--- config.mk ---
export PLATFORM = sky130hd
export DESIGN_NAME = modrm_ea_gen
export DESIGN_NICKNAME = d
export VERILOG_FILES = /design/src/rtl/modrm_ea_pkg.sv /design/src/rtl/modrm_ea_ctrl.sv /design/src/rtl/modrm_disp_asm.sv /design/src/rtl/modrm_ea_calc.sv /design/src/rtl/modrm_ea_gen.sv
export SDC_FILE = /design/constraint.sdc
export NUM_CORES = 1
export LEC_CHECK = 0
export CORE_MARGIN = 5
export CORE_UTILIZATION = 25
export DETAILED_ROUTE_END_ITERATION = 16
export SLEW_MARGIN = 20
export SYNTH_ARGS = -nofsm -noshare
export SYNTH_HDL_FRONTEND = slang
export SYNTH_HIERARCHICAL = 1
export SYNTH_SLANG_ARGS = --single-unit
--- constraint.sdc ---
create_clock -name clk -period 15.4 [get_ports clk]
set_input_delay 1.54 -clock clk [delete_from_list [all_inputs] [get_ports clk]]
set_output_delay 1.54 -clock clk [all_outputs]
set_load 0.05 [all_outputs]
--- src/rtl/modrm_ea_pkg.sv ---
package modrm_ea_pkg;

  typedef enum logic [1:0] {
    ST_IDLE = 2'd0,
    ST_DLO  = 2'd1,
    ST_DHI  = 2'd2,
    ST_DONE = 2'd3
  } ea_state_t;

  typedef enum logic [1:0] {
    DSP_NONE   = 2'd0,
    DSP_NARROW = 2'd1,
    DSP_WIDE   = 2'd2
  } disp_kind_t;

  // Displacement size implied by a ModRM byte
  function automatic disp_kind_t disp_kind_of(input logic [7:0] mrm);
    disp_kind_t k;
    unique case (mrm[7:6])
      2'b00:   k = (mrm[2:0] == 3'b110) ? DSP_WIDE : DSP_NONE;
      2'b01:   k = DSP_NARROW;
      2'b10:   k = DSP_WIDE;
      default: k = DSP_NONE;
    endcase
    return k;
  endfunction

endpackage

--- src/rtl/modrm_ea_ctrl.sv ---
module modrm_ea_ctrl
  import modrm_ea_pkg::*;
#(
  parameter int BYTE_W = 8
) (
  input  logic              clk,
  input  logic              rst_n,
  input  logic              fetch_valid,
  input  logic [BYTE_W-1:0] fetch_data,
  output logic              fetch_ready,
  output logic              done,
  output logic [7:0]        modrm_q,
  output disp_kind_t        kind_q,
  output logic              lo_en,
  output logic              hi_en
);

  ea_state_t  state_q, state_d;
  disp_kind_t kind_d;
  logic       cap_en;

  assign cap_en = (state_q == ST_IDLE) && fetch_valid;
  assign kind_d = disp_kind_of(fetch_data[7:0]);

  always_comb begin
    state_d = state_q;
    unique case (state_q)
      ST_IDLE: if (fetch_valid) state_d = (kind_d == DSP_NONE) ? ST_DONE : ST_DLO;
      ST_DLO:  if (fetch_valid) state_d = (kind_q == DSP_WIDE) ? ST_DHI : ST_DONE;
      ST_DHI:  if (fetch_valid) state_d = ST_DONE;
      default: state_d = ST_IDLE;
    endcase
  end

  always_ff @(posedge clk or negedge rst_n) begin
    if (!rst_n) state_q <= ST_IDLE;
    else        state_q <= state_d;
  end

  always_ff @(posedge clk or negedge rst_n) begin
    if (!rst_n) begin
      modrm_q <= '0;
      kind_q  <= DSP_NONE;
    end else if (cap_en) begin
      modrm_q <= fetch_data[7:0];
      kind_q  <= kind_d;
    end
  end

  assign fetch_ready = (state_q != ST_DONE);
  assign done        = (state_q == ST_DONE);
  assign lo_en       = (state_q == ST_DLO) && fetch_valid;
  assign hi_en       = (state_q == ST_DHI) && fetch_valid;


  done_pulse_chk: assert property (@(posedge clk) disable iff (!rst_n)
    done |=> !done);


  stall_hold_chk: assert property (@(posedge clk) disable iff (!rst_n)
    ((state_q == ST_DLO || state_q == ST_DHI) && !fetch_valid) |=> $stable(state_q));


  reg_form_chk: assert property (@(posedge clk) disable iff (!rst_n)
    (state_q == ST_IDLE && fetch_valid && fetch_data[7:6] == 2'b11) |=> done);

endmodule

--- src/rtl/modrm_disp_asm.sv ---
module modrm_disp_asm
  import modrm_ea_pkg::*;
#(
  parameter int BYTE_W = 8,
  parameter int DISP_W = 16
) (
  input  logic              clk,
  input  logic              rst_n,
  input  logic              lo_en,
  input  logic              hi_en,
  input  logic [BYTE_W-1:0] byte_in,
  input  disp_kind_t        kind,
  output logic [DISP_W-1:0] disp
);

  localparam int HI_W = DISP_W - BYTE_W;

  logic [BYTE_W-1:0] lo_q;
  logic [HI_W-1:0]   hi_q;

  always_ff @(posedge clk or negedge rst_n) begin
    if (!rst_n)     lo_q <= '0;
    else if (lo_en) lo_q <= byte_in;
  end

  always_ff @(posedge clk or negedge rst_n) begin
    if (!rst_n)     hi_q <= '0;
    else if (hi_en) hi_q <= byte_in[HI_W-1:0];
  end

  always_comb begin
    unique case (kind)
      DSP_NARROW: disp = {{HI_W{lo_q[BYTE_W-1]}}, lo_q};
      DSP_WIDE:   disp = {hi_q, lo_q};
      default:    disp = '0;
    endcase
  end

endmodule

--- src/rtl/modrm_ea_calc.sv ---
module modrm_ea_calc #(
  parameter int ADDR_W = 16,
  localparam int EA_W  = 2 * ADDR_W
) (
  input  logic [1:0]        mode,
  input  logic [2:0]        rm,
  input  logic [ADDR_W-1:0] disp,
  input  logic [ADDR_W-1:0] bx,
  input  logic [ADDR_W-1:0] bp,
  input  logic [ADDR_W-1:0] si,
  input  logic [ADDR_W-1:0] di,
  input  logic [ADDR_W-1:0] ds,
  input  logic [ADDR_W-1:0] ss,
  output logic              is_reg,
  output logic [EA_W-1:0]   ea
);

  logic [ADDR_W-1:0] base_sum, offset, seg;
  logic              direct, bp_based;

  always_comb begin
    unique case (rm)
      3'd0: base_sum = bx + si;
      3'd1: base_sum = bx + di;
      3'd2: base_sum = bp + si;
      3'd3: base_sum = bp + di;
      3'd4: base_sum = si;
      3'd5: base_sum = di;
      3'd6: base_sum = bp;
      default: base_sum = bx;
    endcase
  end

  assign is_reg   = (mode == 2'b11);
  assign direct   = (mode == 2'b00) && (rm == 3'd6);
  assign bp_based = (rm == 3'd2) || (rm == 3'd3) || (rm == 3'd6);

  always_comb begin
    if (direct) begin
      offset = disp;
      seg    = ds;
    end else begin
      offset = base_sum + disp;
      seg    = bp_based ? ss : ds;
    end
  end

  assign ea = is_reg ? '0 : {seg, offset};

endmodule

--- src/rtl/modrm_ea_gen.sv ---
module modrm_ea_gen
  import modrm_ea_pkg::*;
#(
  parameter int ADDR_W = 16,
  parameter int BYTE_W = 8,
  localparam int EA_W  = 2 * ADDR_W
) (
  input  logic              clk,
  input  logic              rst_n,
  input  logic              fetch_valid,
  input  logic [BYTE_W-1:0] fetch_data,
  output logic              fetch_ready,
  input  logic [ADDR_W-1:0] reg_bx,
  input  logic [ADDR_W-1:0] reg_bp,
  input  logic [ADDR_W-1:0] reg_si,
  input  logic [ADDR_W-1:0] reg_di,
  input  logic [ADDR_W-1:0] seg_ds,
  input  logic [ADDR_W-1:0] seg_ss,
  output logic              done,
  output logic              is_reg,
  output logic [2:0]        rm_idx,
  output logic [2:0]        reg_idx,
  output logic [EA_W-1:0]   ea
);

  logic              rst_meta_q, rst_sync_n;
  logic [7:0]        modrm_q;
  disp_kind_t        kind_q;
  logic              lo_en, hi_en;
  logic [ADDR_W-1:0] disp;

  // Reset asserts asynchronously, releases on the clock
  always_ff @(posedge clk or negedge rst_n) begin
    if (!rst_n) begin
      rst_meta_q <= 1'b0;
      rst_sync_n <= 1'b0;
    end else begin
      rst_meta_q <= 1'b1;
      rst_sync_n <= rst_meta_q;
    end
  end

  modrm_ea_ctrl #(.BYTE_W(BYTE_W)) ctrl_i (
    .clk(clk), .rst_n(rst_sync_n),
    .fetch_valid(fetch_valid), .fetch_data(fetch_data),
    .fetch_ready(fetch_ready), .done(done),
    .modrm_q(modrm_q), .kind_q(kind_q),
    .lo_en(lo_en), .hi_en(hi_en)
  );

  modrm_disp_asm #(.BYTE_W(BYTE_W), .DISP_W(ADDR_W)) disp_i (
    .clk(clk), .rst_n(rst_sync_n),
    .lo_en(lo_en), .hi_en(hi_en),
    .byte_in(fetch_data), .kind(kind_q), .disp(disp)
  );

  modrm_ea_calc #(.ADDR_W(ADDR_W)) calc_i (
    .mode(modrm_q[7:6]), .rm(modrm_q[2:0]), .disp(disp),
    .bx(reg_bx), .bp(reg_bp), .si(reg_si), .di(reg_di),
    .ds(seg_ds), .ss(seg_ss),
    .is_reg(is_reg), .ea(ea)
  );

  assign rm_idx  = modrm_q[2:0];
  assign reg_idx = modrm_q[5:3];


  ss_select_chk: assert property (@(posedge clk) disable iff (!rst_sync_n)
    (done && !is_reg && !(modrm_q[7:6] == 2'b00 && modrm_q[2:0] == 3'd6) &&
     (modrm_q[2:0] == 3'd2 || modrm_q[2:0] == 3'd3 || modrm_q[2:0] == 3'd6))
    |-> (ea[EA_W-1:ADDR_W] == seg_ss));


  reg_zero_chk: assert property (@(posedge clk) disable iff (!rst_sync_n)
    (done && is_reg) |-> (ea == '0));


  direct_seg_chk: assert property (@(posedge clk) disable iff (!rst_sync_n)
    (done && modrm_q[7:6] == 2'b00 && modrm_q[2:0] == 3'd6)
    |-> (ea[EA_W-1:ADDR_W] == seg_ds));

endmodule

[Word-level counts from Yosys, hierarchy flattened]
Index checks and enable logic that the tools add are counted.
W data, S select, Z words.
Storage, ports and cells
  output and inout port bits: 41
  register bits after elaboration: 30
  logic and storage cells: 57
  input bits: 107
Operators by class
  multiplexer cells: 14
  equality and inequality tests: 19
  reductions and logical operators: 12
  $add $sub $neg: 5
Operator list (count)
  $pmux W16 S7: 1
  $add A16 B16 Y16: 5
  $mux W16: 3
  $mux W32: 1
  $pmux W16 S2: 1
  $eq A3 B3 Y1 const B: 4
  $pmux W2 S3: 2
  $eq A2 B2 Y1 const B: 5
  $mux W2: 5
  $logic_not A2 Y1: 4
  $ne A2 B2 Y1 const B: 4
  $eq A2 B1 Y1 const B: 3
  $eq A3 B2 Y1 const B: 2
  $logic_and A1 B1 Y1: 4
  $eq A3 B1 Y1 const B: 1
  $logic_not A3 Y1: 1
  $reduce_and A3 Y1: 1
  $logic_or A1 B1 Y1: 2
  $mux W1: 1

[Logic depth before layout (Yosys ltp)]
Gate-level depths: netlist (run 1).
  depth after elaboration: 7
  mapped depth: 26
  depth with buffers taken out: 24

[By module]
The synthesis (run 1) kept the hierarchy.
By module, submodules not included
  modrm_ea_calc: times used 1, cells each 523, area each 3626.0 sq um, sequential area each 0.0 sq um
  modrm_disp_asm: times used 1, cells each 66, area each 785.8 sq um, sequential area each 400.4 sq um
  modrm_ea_ctrl: times used 1, cells each 51, area each 594.3 sq um, sequential area each 300.3 sq um
  modrm_ea_gen: times used 1, cells each 3, area each 53.8 sq um, sequential area each 50.0 sq um

[Worst setup path before layout (run 1)]
No wires, ideal clock.
  kind: input -> output
  start: input port reg_di[0]
  end: output port ea[13]
  buffers on the path: 0
  slack: 7.844 ns
  arrival: 6.016 ns
  cell stages on the path: 19
  required time: 13.860 ns
  cell sequence: mux2_2 > ha_1 > fa_1 > a21o_1 > a21oi_1 > o21bai_1 > a21oi_1 > o21bai_1 > a21boi_0 > xor2_1 > o221a_2 > a21oi_1 > ha_1 > nand2_1 > nor4_1 > a21oi_1 > a31oi_1 > xnor2_1 > a211oi_1
On the way
  longest elaborated chain between the ends: 5
  elaborated cells between the ends (all ways): 6
Ends and longest elaborated chain
  from (decl): line modrm_ea_gen.sv:16  | input logic [ADDR_W-1:0] reg_di,
  $add A16 B16 Y16, on equally long branches: line modrm_ea_calc.sv:26, modrm_ea_calc.sv:24
  $pmux W16 S7 *: line modrm_ea_calc.sv:22  | unique case (rm)
  $add A16 B16 Y16 *: line modrm_ea_calc.sv:43  | offset = base_sum + disp;
  $mux W16 *: line modrm_ea_calc.sv:39  | if (direct) begin
  $mux W32 *: line modrm_ea_calc.sv:48  | assign ea = is_reg ? '0 : {seg, offset};
  to (decl): line modrm_ea_gen.sv:23  | output logic [EA_W-1:0] ea
Every way passes the cells marked *; elsewhere a longest branch is shown, timed or not.

[Worst setup path after layout (run 1)]
  start: input port reg_di[0]
  end: output port ea[15]
The elaborated chain is that of the path after synthesis.

==> results.txt, run 1 <==
----------------------------------------------------
[Setup path]
  Setup Crit Path Kind ... in -> out
  Startpoint type of the worst setup path ... primary input
  Crit-path max cell delay ... just over 700 ps
  Cell with the biggest individual delay on the critical path ... sky130_fd_sc_hd__clkdlybuf4s50_1
  Cell family contributing the most delay on the critical path ... compound AO/OA/AOI/OAI gates
  Kind of end point of the critical path ... output pin
  Critical path's most frequent cell ... sky130_fd_sc_hd__o21ai_0
  Critical Path RT ... around 14000 ps
  Count of buffering cells on the critical path with inverters included ... 3
  Maximum fanout along the worst path ... 4
  Critical Path AT ... 7570 ps

[Clock tree]
  Clock buffer depth ... 2
  Post-CTS setup buffer count ... 0
  Number of clock sinks seen by CTS ... 30
  CTS tree ... yes
  CTS HTree Levels ... 2
  Number of gates resized after cts ... 0
  Insertion delay of the later-clocked pin in the worst-skew pair ... 270 ps
  Cts bufs inserted ... 5
  Root buffer selected by CTS ... sky130_fd_sc_hd__clkbuf_16
  Clock slew at reported path FFs ... 50 ps
  Number of hold buffers added after cts ... 0

[Final layout]
  Net total in the final layout ... 938
  Final design instance area without fill ... between 6000 and 7000 µm²
  Total inserted antenna cells ... 0
  Synth-to-Final Area Change ... 36.55%
  Layout cells sized above 1 ... 11.63%

[STA]
  Slew at the pin closest to its max-slew limit ... 1031 ps
  Min Tclk post-route ... 9107 ps
  Total count of hold-check failures in the final report ... 0
  Setup_tns ... 0 ps
  Final setup fails ... 0
  Relative slew slack ... 31.20%
  Smallest hold slack ... 244.5 ps
  Maximum clock frequency ... 0.1098 GHz
  Final cycle utilization of the critical path ... approximately three fifths
  Skew final ... between 3 and 4 ps
  Max-slew violation count ... 0
  RSZ-0062 raised after global routing ... false

[Place]
  Cell Area, Placed ... 6761 µm²
  HPWL after detailed placement ... 13490 µm
  Buffers added on ports ... 147
  Final estimated routing congestion in global placement ... 0.8618

[Synth]
  Synth Net Count ... between 800 and 900
  Avg Synthesized Cell Area ... 7.869 µm²
  Number of warning messages in the yosys log ... 6
  Dominant synthesized flop cell ... sky130_fd_sc_hd__dfrtp_1
  Seq/Total Area, Yosys ... 14.84%
  Unique cell type count in the Yosys netlist ... 62
  Number of flops mapped to enable cells by yosys ... 0
  Share of async-settable or async-resettable flops after synthesis ... 100.0%
  Post-synthesis instance area ... 5060 µm²
  Number of register bits inferred by synthesis ... 30
  Number of cells produced by synthesis ... approximately 640

[Floorplanning]
  Std cell rows ... 52
  Total Die Area ... roughly 23000 µm²
  Height of the die ... 152.3 µm
  Starting utilization of the core area ... 25.17%
  Core Box Area ... 20100 µm²
  Overall die width ... 152.3 µm
  Ports placed on the boundary ... 148

[Global route]
  Via count of the first global-routing pass ... 5137
  Maximum number of pins on one net before global-route repair ... 37
  Overall Global Routing Usage ... 14.15%
  First-pass GRT wire length ... 27380 µm
  Leftover overflow at the end of global routing ... 0
  Number of antenna violations at the first check in global routing ... 0

[Power and ir drop]
  Sum of internal, switching and leakage power ... 1.745 mW
  Largest voltage drop on the vdd net ... 0.1737 mV
  P_leak ... between 2 and 3 nW
  Cell area power density ... 252.5 nW/µm²

[Worst hold path]
  Worst hold-check path type ... reg -> async

[Routing]
  Detail-routed net length per standard cell ... between 15 and 20 µm
  Number of violations reported at the end of detailed-routing iteration 0 ... 297
  Count of vias placed by the detailed router ... approximately 5100
  Routed WL ... 17030 µm
  DRT Pass-1 Iters ... 5
  Average vias per placed instance ... just under 5
  Count of nets left with antenna violations after detail routing ... 0
  Final routed DRC violation total ... 0

[Job]
  Reported max-cap violation count ... 0

[Outcome]
  Outcome ... finished, final reports clean

----------------------------------------------------
==> state kept, by name, indices dropped and copies added (netlist names) <==
register and flops:
ctrl_i/modrm_q 8, disp_i/hi_q 8, disp_i/lo_q 8, ctrl_i/kind_q 2, ctrl_i/state_q 2, rst_meta_q 1
rst_sync_n 1
==> layout make-up <==
class	instances	area, µm²
clock buffers	7	142.6
clock inverters	1	5.005
fillers	2123	13200
multi-input cells	558	4066
inverters	26	97.59
well taps	270	337.8
flip-flops and latches	30	750.7
repair buffers	152	1509
==> logic make-up (layout without fill, tap and decap cells) <==
group           Yosys count  in the layout  share of synthesized area, %
flops                    30             30                         14.84
buf+inv                  55            186                         4.797
xor+xnor                 30             30                         5.193
other cells               1              1                       0.07411
mux                      77             77                         17.43
simple gates            194            194                         18.08
fa+ha+maj                58             58                         14.79
compound gates          198            198                         24.80
==> power breakdown <==
group          switching (mW)  leakage [nW]  internal (mW)
registers              0.0231         0.358          0.117
clock network          0.0317        0.0739         0.0638
logic                   0.939          2.45          0.570
total                   0.994          2.88          0.751
==> final timing paths <==
| path | slack [ps] | startpoint | depth (start not counted) | endpoint |
|---|---|---|---|---|
| hold / removal | 240 | rst_sync_n | 1 | ctrl_i/state_q[1] |
| min in group clk | 340 | rst_meta_q | 0 | rst_sync_n |
| setup reg to reg | 13720 | ctrl_i/state_q[0] | 4 | ctrl_i/modrm_q[0] |
| max in group asynchronous | 13850 | rst_n | 1 | rst_sync_n |
| setup / recovery | 6290 | reg_di[0] | 25 | ea[15] |
| hold reg to reg | 240 | rst_sync_n | 1 | ctrl_i/state_q[1] |
==> worst register-to-register path, stage by stage, from the launching register on <==
cell and delay (ps):
sky130_fd_sc_hd__dfrtp_1 400, sky130_fd_sc_hd__inv_1 90, sky130_fd_sc_hd__ha_1 250, sky130_fd_sc_hd__nand2_1 430
sky130_fd_sc_hd__mux2_2 400
==> layer usage <==
layer / routed length, µm / up-vias / GRT usage [%]
met4: 140 / 0 / 1.798
met1: 8283 / 2337 / 20.04
met2: 7643 / 145 / 23.09
li1: - / 2607 / -
met5: 0 / - / 0
met3: 961 / 12 / 2.584
==> layout by cell type (no fill, tap or decap), types with 6 or more instances in the layout <==
| cell | synthesis | final |
|---|---|---|
| sky130_fd_sc_hd__o21ai_0 | 31 | 31 |
| sky130_fd_sc_hd__or3_1 | 6 | 6 |
| sky130_fd_sc_hd__o21a_1 | 6 | 6 |
| sky130_fd_sc_hd__nand2_1 | 87 | 87 |
| sky130_fd_sc_hd__inv_1 | 26 | 26 |
| sky130_fd_sc_hd__dfrtp_1 | 30 | 30 |
| sky130_fd_sc_hd__a21o_1 | 17 | 17 |
| sky130_fd_sc_hd__nor3_1 | 8 | 8 |
| sky130_fd_sc_hd__a21boi_0 | 6 | 6 |
| sky130_fd_sc_hd__xnor2_1 | 22 | 22 |
| sky130_fd_sc_hd__a21oi_1 | 74 | 74 |
| sky130_fd_sc_hd__o211ai_1 | 6 | 6 |
| sky130_fd_sc_hd__mux2_2 | 65 | 65 |
| sky130_fd_sc_hd__o221ai_1 | 11 | 11 |
| sky130_fd_sc_hd__xor2_1 | 8 | 8 |
| sky130_fd_sc_hd__and2_1 | 12 | 12 |
| sky130_fd_sc_hd__a211oi_1 | 10 | 10 |
| sky130_fd_sc_hd__nor2b_1 | 6 | 6 |
| sky130_fd_sc_hd__nand3_1 | 15 | 15 |
| sky130_fd_sc_hd__mux2i_1 | 6 | 6 |
| sky130_fd_sc_hd__o22ai_1 | 9 | 9 |
| sky130_fd_sc_hd__nor2_1 | 36 | 36 |
| sky130_fd_sc_hd__clkdlybuf4s50_1 | 0 | 147 |
| sky130_fd_sc_hd__ha_1 | 55 | 55 |
==> Yosys cell counts (all sizes together) (15+ instances only) <==
cell / n / area [µm²]
nand2: 87 / 326.6
a21oi: 74 / 370.4
mux2: 69 / 777.0
ha: 55 / 688.2
nor2: 36 / 135.1
o21ai: 31 / 155.2
dfrtp: 30 / 750.7
inv: 26 / 97.59
xnor2: 22 / 192.7
a21o: 17 / 127.6
clkbuf: 15 / 56.30
nand3: 15 / 75.07
==> through the flow <==
stage,setup slack (ps),util [%],instances
3_5_place_dp,6350,33.63,1036
5_1_grt,5837,34.37,1044
4_1_cts,6336,34.37,1044
3_3_place_gp,6427,33.63,1036
2_1_floorplan,7844,-,643
6_report,6293,34.37,1044
Note: power is estimated with default switching activity, not from simulation.
==> run 2: changes to the inputs <==
==> constraint.sdc (replaced) <==
create_clock -name clk -period 7.6 [get_ports clk]
set_input_delay 0.76 -clock clk [delete_from_list [all_inputs] [get_ports clk]]
set_output_delay 0.76 -clock clk [all_outputs]
set_load 0.05 [all_outputs]
==> results.txt, run 2 (synthesis gave the netlist of run 1 again) <==
----------------------------------------------------
[Power and ir drop]
  Largest voltage drop on the vdd net ... 0.3900 mV (+120%)
  Part of the power in the clock network ... 5.4% (about the same)
  Cell area power density ... 518.9 nW/µm² (+110%)
  Sum of internal, switching and leakage power ... 3.609 mW (+110%)
  P_leak ... 2.911 nW (+1.2%)
  Switching power summed over all nets ... 2.034 mW (+100%)
  Switching share of power ... 56.37% (-0.61 points)
  Cell Int Power ... 1.575 mW (+110%)
  Reg power frac ... 8.3% (+0.3 points)
  Comb pwr share ... 86.2% (-0.3 points)

[Final layout]
  Total inserted antenna cells ... 0 (unchanged)
  Synth-to-Final Area Change ... 37.46%
  Net total in the final layout ... 941 (+0.32%)
  Share of the core filled with cells ... 34.60% (+0.23 points)
  Multi-input combinational cell area ... 4066 µm² (unchanged)
  Most common cell after layout, fill and taps aside ... sky130_fd_sc_hd__clkdlybuf4s50_1
  Layout cells sized above 1 ... 12.87% (+1.2 points)
  Biggest registers after layout ... ctrl_i/modrm_q (8), disp_i/hi_q (8), disp_i/lo_q (8)
  Number of filler cells placed in the layout ... 2075 (-2.3%)
  Register Area ... 752.0 µm² (+0.17%)
  Commonest cells after routing, fill and taps aside ... sky130_fd_sc_hd__clkdlybuf4s50_1, sky130_fd_sc_hd__nand2_1, sky130_fd_sc_hd__a21oi_1

[Clock tree]
  Number of clock sinks seen by CTS ... 30 (unchanged)
  Number of gates resized after cts ... 0 (unchanged)
  Insertion delay of the later-clocked pin in the worst-skew pair ... 270 ps (about the same)
  CTS HTree Levels ... 2 (unchanged)
  Root buffer selected by CTS ... sky130_fd_sc_hd__clkbuf_16
  CTS tree ... yes
  Clock buffer depth ... 2 (unchanged)
  Post-CTS setup buffer count ... 0 (unchanged)
  Number of hold buffers added after cts ... 0 (unchanged)
  Clock slew at reported path FFs ... 50 ps (about the same)
  Cts bufs inserted ... 5 (unchanged)

[Setup path]
  Worst setup path endpoint ... ea[15]
  Crit-path max cell delay ... 520 ps (-190 ps)
  Critical Path RT ... 6840 ps (-7020 ps)
  Critical Path AT ... 6190 ps (-1380 ps)
  Start point of the critical path ... ctrl_i/modrm_q[0]
  Depth of the worst register-to-register path ... 4 (unchanged)
  Startpoint type of the worst setup path ... flop
  Register-to-register setup slack ... 5890 ps (-7830 ps)
  Maximum fanout along the worst path ... 18 (+14)
  Setup Crit Path Kind ... reg -> out
  Critical path's most frequent cell ... sky130_fd_sc_hd__o21ai_0
  Critical R2R Launch ... ctrl_i/state_q[0]
  Destination of the worst register-to-register timing path ... ctrl_i/modrm_q[1]
  Cell with the biggest individual delay on the critical path ... sky130_fd_sc_hd__dfrtp_1
  Kind of end point of the critical path ... output pin

[Routing]
  Number of violations reported at the end of detailed-routing iteration 0 ... 312 (+5.1%)
  Count of nets left with antenna violations after detail routing ... 0 (unchanged)
  Routed WL ... 17070 µm (+0.21%)
  Count of vias placed by the detailed router ... 5081 (-0.39%)
  Average vias per placed instance ... 4.853 (-0.68%)
  Final routed DRC violation total ... 0 (unchanged)
  DRT Pass-1 Iters ... 5 (unchanged)
  Detail-routed net length per standard cell ... 16.30 µm (about the same)

[Global route]
  Leftover overflow at the end of global routing ... 0 (unchanged)
  Via count of the first global-routing pass ... 5022 (-2.2%)
  Maximum number of pins on one net before global-route repair ... 31 (-16%)
  Overall Global Routing Usage ... 14.09% (-0.056 points)
  First-pass GRT wire length ... 27060 µm (-1.2%)
  Number of antenna violations at the first check in global routing ... 0 (unchanged)

[STA]
  Max-slew violation count ... 0 (unchanged)
  Skew final ... 3.621 ps (+0.2621 ps)
  Final cycle utilization of the critical path ... around nine tenths
  Maximum clock frequency ... 0.1440 GHz
  Slew at the pin closest to its max-slew limit ... 1012 ps (-18.50 ps)
  Relative slew slack ... 32.44% (+1.2 points)
  Total count of hold-check failures in the final report ... 0 (unchanged)
  Setup_tns ... 0 ps (unchanged)
  Min Tclk post-route ... 6945 ps
  RSZ-0062 raised after global routing ... false
  Final setup fails ... 0 (unchanged)

[Floorplanning]
  Total Die Area ... 23180 µm² (unchanged)
  Ports placed on the boundary ... 148 (unchanged)
  Std cell rows ... 52 (unchanged)
  Core Box Area ... 20100 µm² (unchanged)
  Starting utilization of the core area ... 25.17% (unchanged)
  Height of the die ... 152.3 µm (unchanged)
  Overall die width ... 152.3 µm (unchanged)

[Worst hold path]
  Worst hold-check path type ... reg -> async

[Place]
  Final estimated routing congestion in global placement ... 0.8445 (-2.0%)
  HPWL after detailed placement ... 13770 µm (+2.0%)
  Buffers added on ports ... 147 (unchanged)

[Job]
  Reported max-cap violation count ... 0 (unchanged)

[Outcome]
  Outcome ... finished, final reports clean

----------------------------------------------------
run 2: metrics by stage:
stage	std cells	instance area (µm²)	hold slack, ps	setup slack, ps
after floorplan	643	5060	331.2	1021
after global placement	1039	6807	255.5	734.5
after detailed placement	1039	6807	255.1	675.6
after CTS	1047	6954	255.9	579.1
after global routing	1047	6955	290.7	91.30
final	1047	6955	243.0	654.5
run 2: critical path, delay by kind of cell (launching register included):
family | cells | cell delay [ps]
adders and majority gates | 3 | 960
muxes | 2 | 530
AOI/OAI and AO/OA | 13 | 2360
and+or+nand+nor | 5 | 1290
buffers and inverters | 2 | 250
DFF | 1 | 520
run 2: how the worst min path moves through the flow:
stage | from | end | slack [ps]
6_report | rst_sync_n | ctrl_i/modrm_q[5] | 240
5_1_grt | rst_sync_n | ctrl_i/modrm_q[3] | 290
4_1_cts | rst_sync_n | ctrl_i/modrm_q[3] | 260
3_5_place_dp | rst_sync_n | ctrl_i/modrm_q[5] | 260
3_3_place_gp | rst_sync_n | ctrl_i/modrm_q[5] | 260
2_1_floorplan | rst_meta_q | rst_sync_n | 330
run 2: cell type report:
cell class | count | share of cell area [%]
clock inverter | 1 | 0.07196
multi-input combinational | 558 | 58.46
sequential | 30 | 10.81
inverter | 26 | 1.403
timing repair buffer | 155 | 22.34
tap | 270 | 4.857
clock buffer | 7 | 2.051
run 2: layer usage:
layer / global-route usage (%) / share of wire (%) / up-vias
li1: - / - / 2618
met1: 19.97 / 49 / 2317
met2: 22.73 / 45 / 135
met3: 2.783 / 5.9 / 11
met4: 2.012 / 0.77 / 0
met5: 0 / 0 / -
run 2: power by group through the flow:
| stage | Sequential [mW] | Combinational [mW] | Clock, mW |
|---|---|---|---|
| after floorplan | 0.334 | 2.14 | 0 |
| after global placement | 0.300 | 3.10 | 0 |
| after detailed placement | 0.302 | 3.11 | 0 |
| after CTS | 0.300 | 3.13 | 0.200 |
| after global routing | 0.313 | 3.34 | 0.210 |
| final | 0.300 | 3.11 | 0.196 |
